--- src/rtl/pkt_irq_pkg.sv ---
// Package: register width and bit positions shared by the interrupt block.
// Assumes a single 32-bit register with the fixed bit placement below,
// which host software decodes.
package pkt_irq_pkg;
    localparam int REG_W   = 32;
    localparam int TX_BIT  = 0;
    localparam int RX_BIT  = 1;
    localparam int TST_BIT = REG_W - 1;
endpackage

--- src/rtl/pkt_irq_sticky.sv ---
// Module: one sticky status bit.
// A hardware set has priority over a host clear arriving in the same cycle.
// Assumes set_i and clr_i are single-cycle qualified strobes.
module pkt_irq_sticky (
    input  logic clk,
    input  logic rst_n,
    input  logic set_i,
    input  logic clr_i,
    output logic q_o
);
    // Hold the bit: set wins, otherwise clear, otherwise keep.
    always_ff @(posedge clk) begin
        if (!rst_n)     q_o <= 1'b0;
        else if (set_i) q_o <= 1'b1;
        else if (clr_i) q_o <= 1'b0;
    end
endmodule

--- src/rtl/pkt_irq_test.sv ---
// Module: self-test state.
// The visible flag is set by a write of the test bit and dropped by a read.
// The pending condition is set by the same write and dropped only by an
// all-zero write.
// Assumes at most one write per cycle.
module pkt_irq_test (
    input  logic clk,
    input  logic rst_n,
    input  logic arm_i,
    input  logic rd_i,
    input  logic zero_wr_i,
    output logic flag_o,
    output logic pend_o
);
    // Visible flag: arming beats a simultaneous read.
    always_ff @(posedge clk) begin
        if (!rst_n)     flag_o <= 1'b0;
        else if (arm_i) flag_o <= 1'b1;
        else if (rd_i)  flag_o <= 1'b0;
    end

    // Pending interrupt: retired only by an all-zero write.
    always_ff @(posedge clk) begin
        if (!rst_n)         pend_o <= 1'b0;
        else if (arm_i)     pend_o <= 1'b1;
        else if (zero_wr_i) pend_o <= 1'b0;
    end
endmodule

--- src/rtl/pkt_irq_ctrl.sv ---
// Module: interrupt status and control register of the packet device.
// It latches transmit-done and receive-available status, gates receive
// hand-over while receive status is pending, and drives one level
// interrupt.
// Assumes the host holds read data stable from reg_rdata_o and uses
// reg_rd_i only to signal that a read took place.
module pkt_irq_ctrl
    import pkt_irq_pkg::*;
(
    input  logic             clk,
    input  logic             rst_n,
    input  logic             tx_done_i,
    input  logic             rx_offer_i,
    output logic             rx_take_o,
    input  logic             reg_wr_i,
    input  logic             reg_rd_i,
    input  logic [REG_W-1:0] reg_wdata_i,
    output logic [REG_W-1:0] reg_rdata_o,
    output logic             irq_o
);
    localparam int NSTAT = 2;

    logic [NSTAT-1:0] stat_q;
    logic [NSTAT-1:0] stat_set;
    logic [NSTAT-1:0] stat_clr;
    logic             tst_flag;
    logic             tst_pend;
    logic             zero_wr;

    // Receive gate: hand over a packet only while receive status is clear.
    always_comb rx_take_o = rx_offer_i & ~stat_q[RX_BIT];

    // Hardware set sources per status bit.
    always_comb begin
        stat_set         = '0;
        stat_set[TX_BIT] = tx_done_i;
        stat_set[RX_BIT] = rx_take_o;
    end

    // Detect the all-zero write that retires the test interrupt.
    always_comb zero_wr = reg_wr_i & (reg_wdata_i == '0);

    // One sticky bit per status source, cleared by write-one.
    for (genvar i = 0; i < NSTAT; i++) begin : g_stat
        always_comb stat_clr[i] = reg_wr_i & reg_wdata_i[i];
        pkt_irq_sticky u_bit (
            .clk   (clk),
            .rst_n (rst_n),
            .set_i (stat_set[i]),
            .clr_i (stat_clr[i]),
            .q_o   (stat_q[i])
        );
    end

    pkt_irq_test u_test (
        .clk       (clk),
        .rst_n     (rst_n),
        .arm_i     (reg_wr_i & reg_wdata_i[TST_BIT]),
        .rd_i      (reg_rd_i),
        .zero_wr_i (zero_wr),
        .flag_o    (tst_flag),
        .pend_o    (tst_pend)
    );

    // Read image: status in the low bits, test flag on top, rest zero.
    always_comb begin
        reg_rdata_o            = '0;
        reg_rdata_o[NSTAT-1:0] = stat_q;
        reg_rdata_o[TST_BIT]   = tst_flag;
    end

    // Level interrupt from any pending source.
    always_comb irq_o = (|stat_q) | tst_pend;
endmodule

--- config.mk ---
export PLATFORM = sky130hd
export DESIGN_NAME = pkt_irq_ctrl
export DESIGN_NICKNAME = d
export VERILOG_FILES = /design/src/rtl/pkt_irq_pkg.sv /design/src/rtl/pkt_irq_sticky.sv /design/src/rtl/pkt_irq_test.sv /design/src/rtl/pkt_irq_ctrl.sv
export SDC_FILE = /design/constraint.sdc
export NUM_CORES = 1
export LEC_CHECK = 0
export BUFFER_PORTS_ARGS = -buffer_cell sky130_fd_sc_hd__buf_2
export CORE_ASPECT_RATIO = 1.2
export CORE_MARGIN = 4
export CORE_UTILIZATION = 30
export CTS_CLUSTER_DIAMETER = 50
export CTS_CLUSTER_SIZE = 30
export DETAILED_ROUTE_END_ITERATION = 7
export PLACE_DENSITY = 0.93
export SLEW_MARGIN = 20
export SYNTH_ARGS = -nofsm -noshare
export SYNTH_HDL_FRONTEND = slang
export SYNTH_SLANG_ARGS = --single-unit
--- constraint.sdc ---
create_clock -name clk -period 2.5 [get_ports clk]
set_clock_uncertainty 0.1 [all_clocks]
set_input_delay 0.5 -clock clk [delete_from_list [all_inputs] [get_ports clk]]
set_output_delay 0.5 -clock clk [all_outputs]
set_load 0.01 [all_outputs]
* After elaboration in Yosys (flattened, before gate mapping) *
Index checks and enable logic that the tools add are counted.

storage, ports and cells
  bits in registers = 4
  bits of input ports = 38
  output and inout bits = 34
  word-level logic and storage cells = 25

operators by class
  muxes and demuxes = 8
  bitwise gates (word level) = 7
  reductions and logical operators = 6

operator list
  operator            count
  32-bit logical NOT  1
  1-bit two-way mux   8
  2-bit nonzero test  4
  1-bit bitwise AND   5
  2-bit OR reduction  1
  1-bit NOT           1
  1-bit bitwise OR    1

* Logic depth before layout (Yosys ltp) *
Gate-level depths: netlist of the first run.

  depth in word-level cells = 4
  gate-level depth with buffers = 3

* Modules after synthesis *
A second synthesis of the first run with hierarchy kept.

unflattened totals
  cell total of the unflattened synthesis = 60
  area total of the unflattened synthesis = 510.5 sq um

by module, submodules not included
  module          instances  cells each  area an instance (sq um)
  pkt_irq_ctrl    1          48          345.3
  pkt_irq_sticky  2          3           41.3
  pkt_irq_test    1          6           82.6

* Worst setup path before layout of the first run *
No wires, ideal clock.

  path type = input-to-reg
  start = in reg_wdata_i[11]
  end = reg u_test.pend_o
  library setup time = 122 ps
  data arrival time = 1162 ps
  data required time = 2278 ps
  path slack = 1116 ps
  stages = 3
  path buffers = 0
  cells stage by stage = or4_1 nor2_1 a31oi_1

on the way
  word-level cells in the longest chain between the ends = 3

RTL lines
  what                                 line                source
  start, declared                      pkt_irq_ctrl.sv:17  input logic [REG_W-1:0] reg_wdata_i,
  32-bit logical NOT                   pkt_irq_ctrl.sv:41  always_comb zero_wr = reg_wr_i & (reg_wdata_i == '0);
  1-bit bitwise AND                    pkt_irq_ctrl.sv:41
  2-bit nonzero test (no source line)  n/a
  end signal, assigned                 pkt_irq_test.sv:24  if (!rst_n) pend_o <= 1'b0;
  end signal, assigned                 pkt_irq_test.sv:25  else if (arm_i) pend_o <= 1'b1;
  end signal, assigned                 pkt_irq_test.sv:26  else if (zero_wr_i) pend_o <= 1'b0;
  end, declared                        pkt_irq_test.sv:13  output logic pend_o

Every way passes these cells.
A chain may end at the register's enable or synchronous reset.

* Worst setup path in the final report of the first run *
  start = reg g_stat[1].u_bit.q_o
  end = out irq_o

on the way
  word-level cells in the longest chain between the ends = 2

RTL lines
  what                    line                  source
  start, declared         pkt_irq_sticky.sv:9   output logic q_o
  start signal, assigned  pkt_irq_sticky.sv:13  if (!rst_n) q_o <= 1'b0;
  start signal, assigned  pkt_irq_sticky.sv:14  else if (set_i) q_o <= 1'b1;
  start signal, assigned  pkt_irq_sticky.sv:15  else if (clr_i) q_o <= 1'b0;
  2-bit OR reduction      pkt_irq_ctrl.sv:73    always_comb irq_o = (|stat_q) | tst_pend;
  1-bit bitwise OR        pkt_irq_ctrl.sv:73
  end, declared           pkt_irq_ctrl.sv:19    output logic irq_o

Every way passes these cells.

==> results.cfg, run 1 <==
[synthesis]
yosys.area.top_type = buf_4
synth_edf_count = 0
synth.area.top_cells = buf_4 51%, dfxtp_1 17%, nor4_1 8.0%, nor2b_1 4.0%, a31oi_1 2.7%
synthArstFlopShare_pct = 0
ys_seq_elements = 4
synth_seq_area_share_pct = 17.2
syn_avg_cell_area_um2 = 7.78
synth_cell_types = 17
syn_area_um2 = 467
yosys_warnings = 0
yosysTopAreaCellShare_pct = 51.5
postSynthCellCount = 60
yosys_most_used_dff = dfxtp_1

[place]
gp_congestion = 0.675
dp_hpwl_um = 1120
io_buffers = 42
dp_slack_ps = 999

[detailed_routing]
drt_pre_antenna_iters = 3
wire_per_inst_um = 10.6
first_iter_violations = 1
ant_nets = 0
routed-via-count = 478
viasPerCell = 4.05
drt_wl_total_um = 1250
drc = 0

[critical_path]
required_ps = 1900
crit_buf_inv = 1
endpoint_kind = output pin
crit_family = simple AND/OR/NAND/NOR gates
critPathArrivalTime_ps = 1070
worst-path-max-fanout = 5
crit_chain = or3_1 -> buf_2
crit_type = flop to output pin
cp-start-kind = flop
cpPeakStageDelay_ps = 360
slowest_stage = or3_1

[outcome]
status = finished clean

[timing]
final-setup-viol-count = 0
clock.fmax_mhz = 600
hold_viol_final = 0
fin_setup_tns_ps = 0
period_minus_slack_ps = 1670
period_share_pct = 66.6
grt_setup_unrepaired = false
hold_ws_ps = 391
maxSlewViolCount = 0
setup_ws_ps = 834

[floorplan]
placement_rows = 15
die_x_um = 44.0
placeableCoreArea_um2 = 1450
dieArea_um2 = 2250
start_util_pct = 32.3
io_pins = 72
die_height_um = 51.2

[final_layout]
area_growth_pct = 25.5
multi_input_comb_area_um2 = 251
diodes = 0
utilization_pct = 40.5
drive_gt1_share_pct = 44.6
fin_nets = 141
seqCellArea_um2 = 80.1
fillers = 165

[cts]
cts_tree = yes
cts.sinks = 4
clk_latency_ps = 230
htree_levels = 1
ctsResizeCount = 0
clockBufferDepth = 2
cts_hold_buf = 0
path_clk_slew_ps = 40
numCtsBuffers = 3
cts_root_buf = clkbuf_4
post_cts_buffers = 0

[run]
drv_cap = 0

[grt]
antenna_found_initial = 0
grt_pass1_wl_um = 1690
grt_pass1_vias = 451
grt_overflow = 0
grt_usage_pct = 10.0
grt_max_degree = 6

[pwr]
leakage_uw = 0.000350
vdd_ir_drop_max_v = 0.0000742
power_density_nw_per_um2 = 381

[min_path]
hold_class = primary input to flop
==> worst paths after layout <==
kind                            slack, ps  cells after the start                start                   to
worst max-delay path                  830                      2  g_stat[1].u_bit.q_o                irq_o
worst min-delay path                  390                      2       reg_wdata_i[1]  g_stat[1].u_bit.q_o
worst max register to register       1680                      2  g_stat[1].u_bit.q_o  g_stat[1].u_bit.q_o
worst min register to register        430                      1  g_stat[1].u_bit.q_o  g_stat[1].u_bit.q_o
==> registers in the layout, indices dropped and copies added, names as in the netlist <==
register and flops:
u_test.flag_o 1, g_stat.u_bit.q_o 2, u_test.pend_o 1
==> cell type report <==
class | count | share of cell area [%]
Tap cell | 17 | 3.63
Sequential cell | 4 | 13.7
Timing Repair Buffer | 42 | 35.9
Clock buffer | 3 | 3.85
Multi-Input combinational cell | 52 | 42.9
==> worst register-to-register path, cell delays in order, from the launching register on <==
cell     delay, ps
dfxtp_1        370
o21ai_0        110
a31oi_1        160
==> logic make-up (layout without fill, tap and decap cells) <==
logic type,after synthesis,in the layout,synth area share (%)
flip-flops,4,4,17.2
AO/OA/AOI/OAI,6,6,7.51
AND/OR/NAND/NOR,17,17,23.1
buffers and inverters,32,45,51.5
other,1,29,0.804
==> Yosys cell counts, types with 2 or more instances <==
cell type and count:
buf_4 32, nor4_1 6, dfxtp_1 4, nor2b_1 3, a31oi_1 2, o21ai_0 2
==> through the flow <==
step                      power [µW]  instance area (µm²)  instances
final                            223                  586        118
after global routing             239                  586        118
after CTS                        223                  586        118
after detailed placement         141                  563        115
after global placement           140                  563        115
after floorplan                  142                  572         88
==> where the power goes <==
group | switching (µW) | internal (µW) | total [µW]
Clock | 27.8 | 53.8 | 81.6
Sequential | 2.98 | 68.6 | 71.6
Combinational | 39.3 | 30.7 | 69.9
==> routing by layer <==
metal  global-route usage (%)  vias to the layer above  routed length (µm)
li1                         -                      229                   -
met1                     8.61                      206                 318
met2                     19.9                       39                 700
met3                     2.11                        4                 217
met4                     6.03                        0                  17
met5                        0                        -                   0
==> placed cells by master, fill, tap and decap left out <==
cell type	synthesis	layout
clkbuf_4	0	3
or4_1	1	1
nor4_1	6	6
o21a_1	1	1
and4_1	1	1
or3_1	1	1
a31oi_1	2	2
a21oi_1	1	1
o21ai_0	2	2
nor2b_1	3	3
buf_2	0	42
and2_1	1	1
nor2_1	1	1
nor4b_1	1	1
and3_1	1	1
dfxtp_1	4	4
conb_1	1	29
nand2_1	1	1
Power figures use the tool's default switching activity.
==> run 2, diff against run 1 <==
ABC_AREA = 1   (was unset)
PLACE_DENSITY = 0.86   (was 0.93)
clock period = 1.45 ns   (was 2.5 ns; I/O delays follow)
==> run 2 against run 1 <==
Effect of this change: first-iteration DRC count is the same; synthesized cell count increased by 87%; clock power increased by 64%; critical path depth is the same; die area rose by 28%; combinational power up 110%; worst hold slack got worse by 180 ps; register-to-register slack got worse by 1100 ps.
==> results.cfg, run 2 <==
[grt]
grt_pass1_wl_um = 1770
grt_usage_pct = 8.00
grt_overflow = 0
antenna_found_initial = 0
grt_max_degree = 5
grt_pass1_vias = 479

[timing]
fin_setup_tns_ps = 0
maxSlewViolCount = 0
period_share_pct = 98.6
grt_setup_unrepaired = true
hold_ws_ps = 209
period_minus_slack_ps = 1430
hold_viol_final = 0
clock.fmax_mhz = 699
final-setup-viol-count = 0

[synthesis]
yosys_most_used_dff = dfxtp_1
synth_cell_types = 12
synthArstFlopShare_pct = 0
syn_avg_cell_area_um2 = 5.59
synth.most_common_cell = inv_1
yosys_warnings = 0
synth_seq_area_share_pct = 12.8
syn_area_um2 = 626
yosysTopAreaCellShare_pct = 38.4
synth.top_cells.by_count = 33 x inv_1, 32 x buf_4, 22 x nand2_1
ys_seq_elements = 4
yosys.area.top_type = buf_4
postSynthCellCount = 112
synth.area.top_cells = buf_4 38%, inv_1 20%, nand2_1 13%, dfxtp_1 13%, nor2_1 5.4%
synth_edf_count = 0

[final_layout]
regMostFlops = g_stat.u_bit.q_o
mostFrequentLayoutCells = 42 x buf_2, 33 x inv_1, 29 x conb_1
fin_area_um2 = 756
diodes = 0
largestRegisters = g_stat.u_bit.q_o (2), u_test.flag_o (1), u_test.pend_o (1)
final_common_cell = buf_2
fin_nets = 194
fillers = 225
largest_reg_flops = 2
drive_gt1_share_pct = 32.5
utilization_pct = 39.5
area_growth_pct = 20.8

[detailed_routing]
drt_pre_antenna_iters = 4
drt_wl_total_um = 1260
drc = 0
first_iter_violations = 1
ant_nets = 0
routed-via-count = 631
wire_per_inst_um = 7.26
viasPerCell = 3.65

[critical_path]
worstReg2RegStart = g_stat[1].u_bit.q_o
worst-path-max-fanout = 2
rr_endpoint = g_stat[1].u_bit.q_o
crit_type = flop to output pin
cp-start-kind = flop
rrSetupSlack_ps = 590
reg2regPathDepth = 4
endpoint_kind = output pin
critPathArrivalTime_ps = 1040
required_ps = 1060

[cts]
numCtsBuffers = 3
htree_levels = 1
clockBufferDepth = 2
cts_tree = yes
path_clk_slew_ps = 30
cts_root_buf = clkbuf_4
cts.sinks = 4
clk_latency_ps = 230

[floorplan]
placement_rows = 17
die_height_um = 58.0
placeableCoreArea_um2 = 1910
start_util_pct = 32.7
dieArea_um2 = 2880
die_x_um = 49.7
io_pins = 72

[place]
io_buffers = 42
dp_hpwl_um = 1200
gp_congestion = 0.712
dpl-instance-area_um2 = 724

[run]
drv_cap = 0

[min_path]
hold_start = tx_done_i
hold_class = primary input to flop
hold_depth = 3
min_to = g_stat[0].u_bit.q_o

[pwr]
vdd_ir_drop_max_v = 0.000264
leakage_uw = 0.000555
power_density_nw_per_um2 = 538

[outcome]
status = finished clean
run 2: cell count changes after synthesis, sizes merged, moves of 2 or more:
cell,before,now
a21oi,1,4
a31oi,2,0
inv,0,33
nand2,1,23
nor2,1,11
nor2b,3,0
nor4,6,0
run 2: through the flow:
stage / setup WS (ps) / power [µW] / instances
after global routing: -24.7 / 439 / 173
after floorplan: 346 / 271 / 140
final: 19.9 / 406 / 173
after global placement: 259 / 268 / 169
after CTS: 7.88 / 411 / 173
after detailed placement: 228 / 270 / 169
run 2: kinds of logic (layout without fill, tap and decap cells):
family / count (synthesis) / after routing / synth area share, %
compound gates: 6 / 6 / 4.80
buf+inv: 65 / 79 / 58.2
flops: 4 / 4 / 12.8
other cells: 1 / 29 / 0.599
simple gates: 36 / 36 / 23.6
run 2: routing by layer:
metal  share of wire [%]  global-route usage, %  up-vias
met1                  32                   6.78      239
met4                 3.1                   5.93        0
met3                  20                   3.34        5
met5                   0                      0        -
li1                    -                      -      334
met2                  45                   14.7       53
run 2: worst max-delay path by stage:
stage / start / endpoint / cells past startpoint / slack, ps
after floorplan: g_stat[1].u_bit.q_o / irq_o / 1 / 350
after global placement: g_stat[1].u_bit.q_o / irq_o / 2 / 260
after detailed placement: g_stat[1].u_bit.q_o / irq_o / 2 / 230
after CTS: g_stat[1].u_bit.q_o / irq_o / 2 / 8
after global routing: g_stat[1].u_bit.q_o / irq_o / 2 / -20
final: g_stat[1].u_bit.q_o / irq_o / 2 / 20
run 2: where the power goes:
group	internal [µW]	leakage (µW)	total (µW)	switching, µW
Sequential	119	0.0000335	123	3.85
Clock	92.3	0.0000138	134	41.4
Combinational	63.8	0.000508	150	86.1
run 2: layout make-up:
class	instances	area, µm²	share of cell area (%)
clock buffer	3	22.5	2.98
inverter	33	124	16.4
multi-input combinational	71	287	37.9
sequential	4	81.3	10.8
tap	19	23.8	3.15
timing repair buffer	43	218	28.8
run 2: critical path, cell delays in order (launching register included):
cell,delay [ps]
dfxtp_2,310
or3_1,360
buf_2,140
run 2: timing repair:
item                                   CTS  global route
hold buffers                             0             0
endpoints found under the hold margin    0             0
pin swaps                                0             0
setup endpoints to repair                1             1
resized for setup                        1             0
setup buffers                            1             0
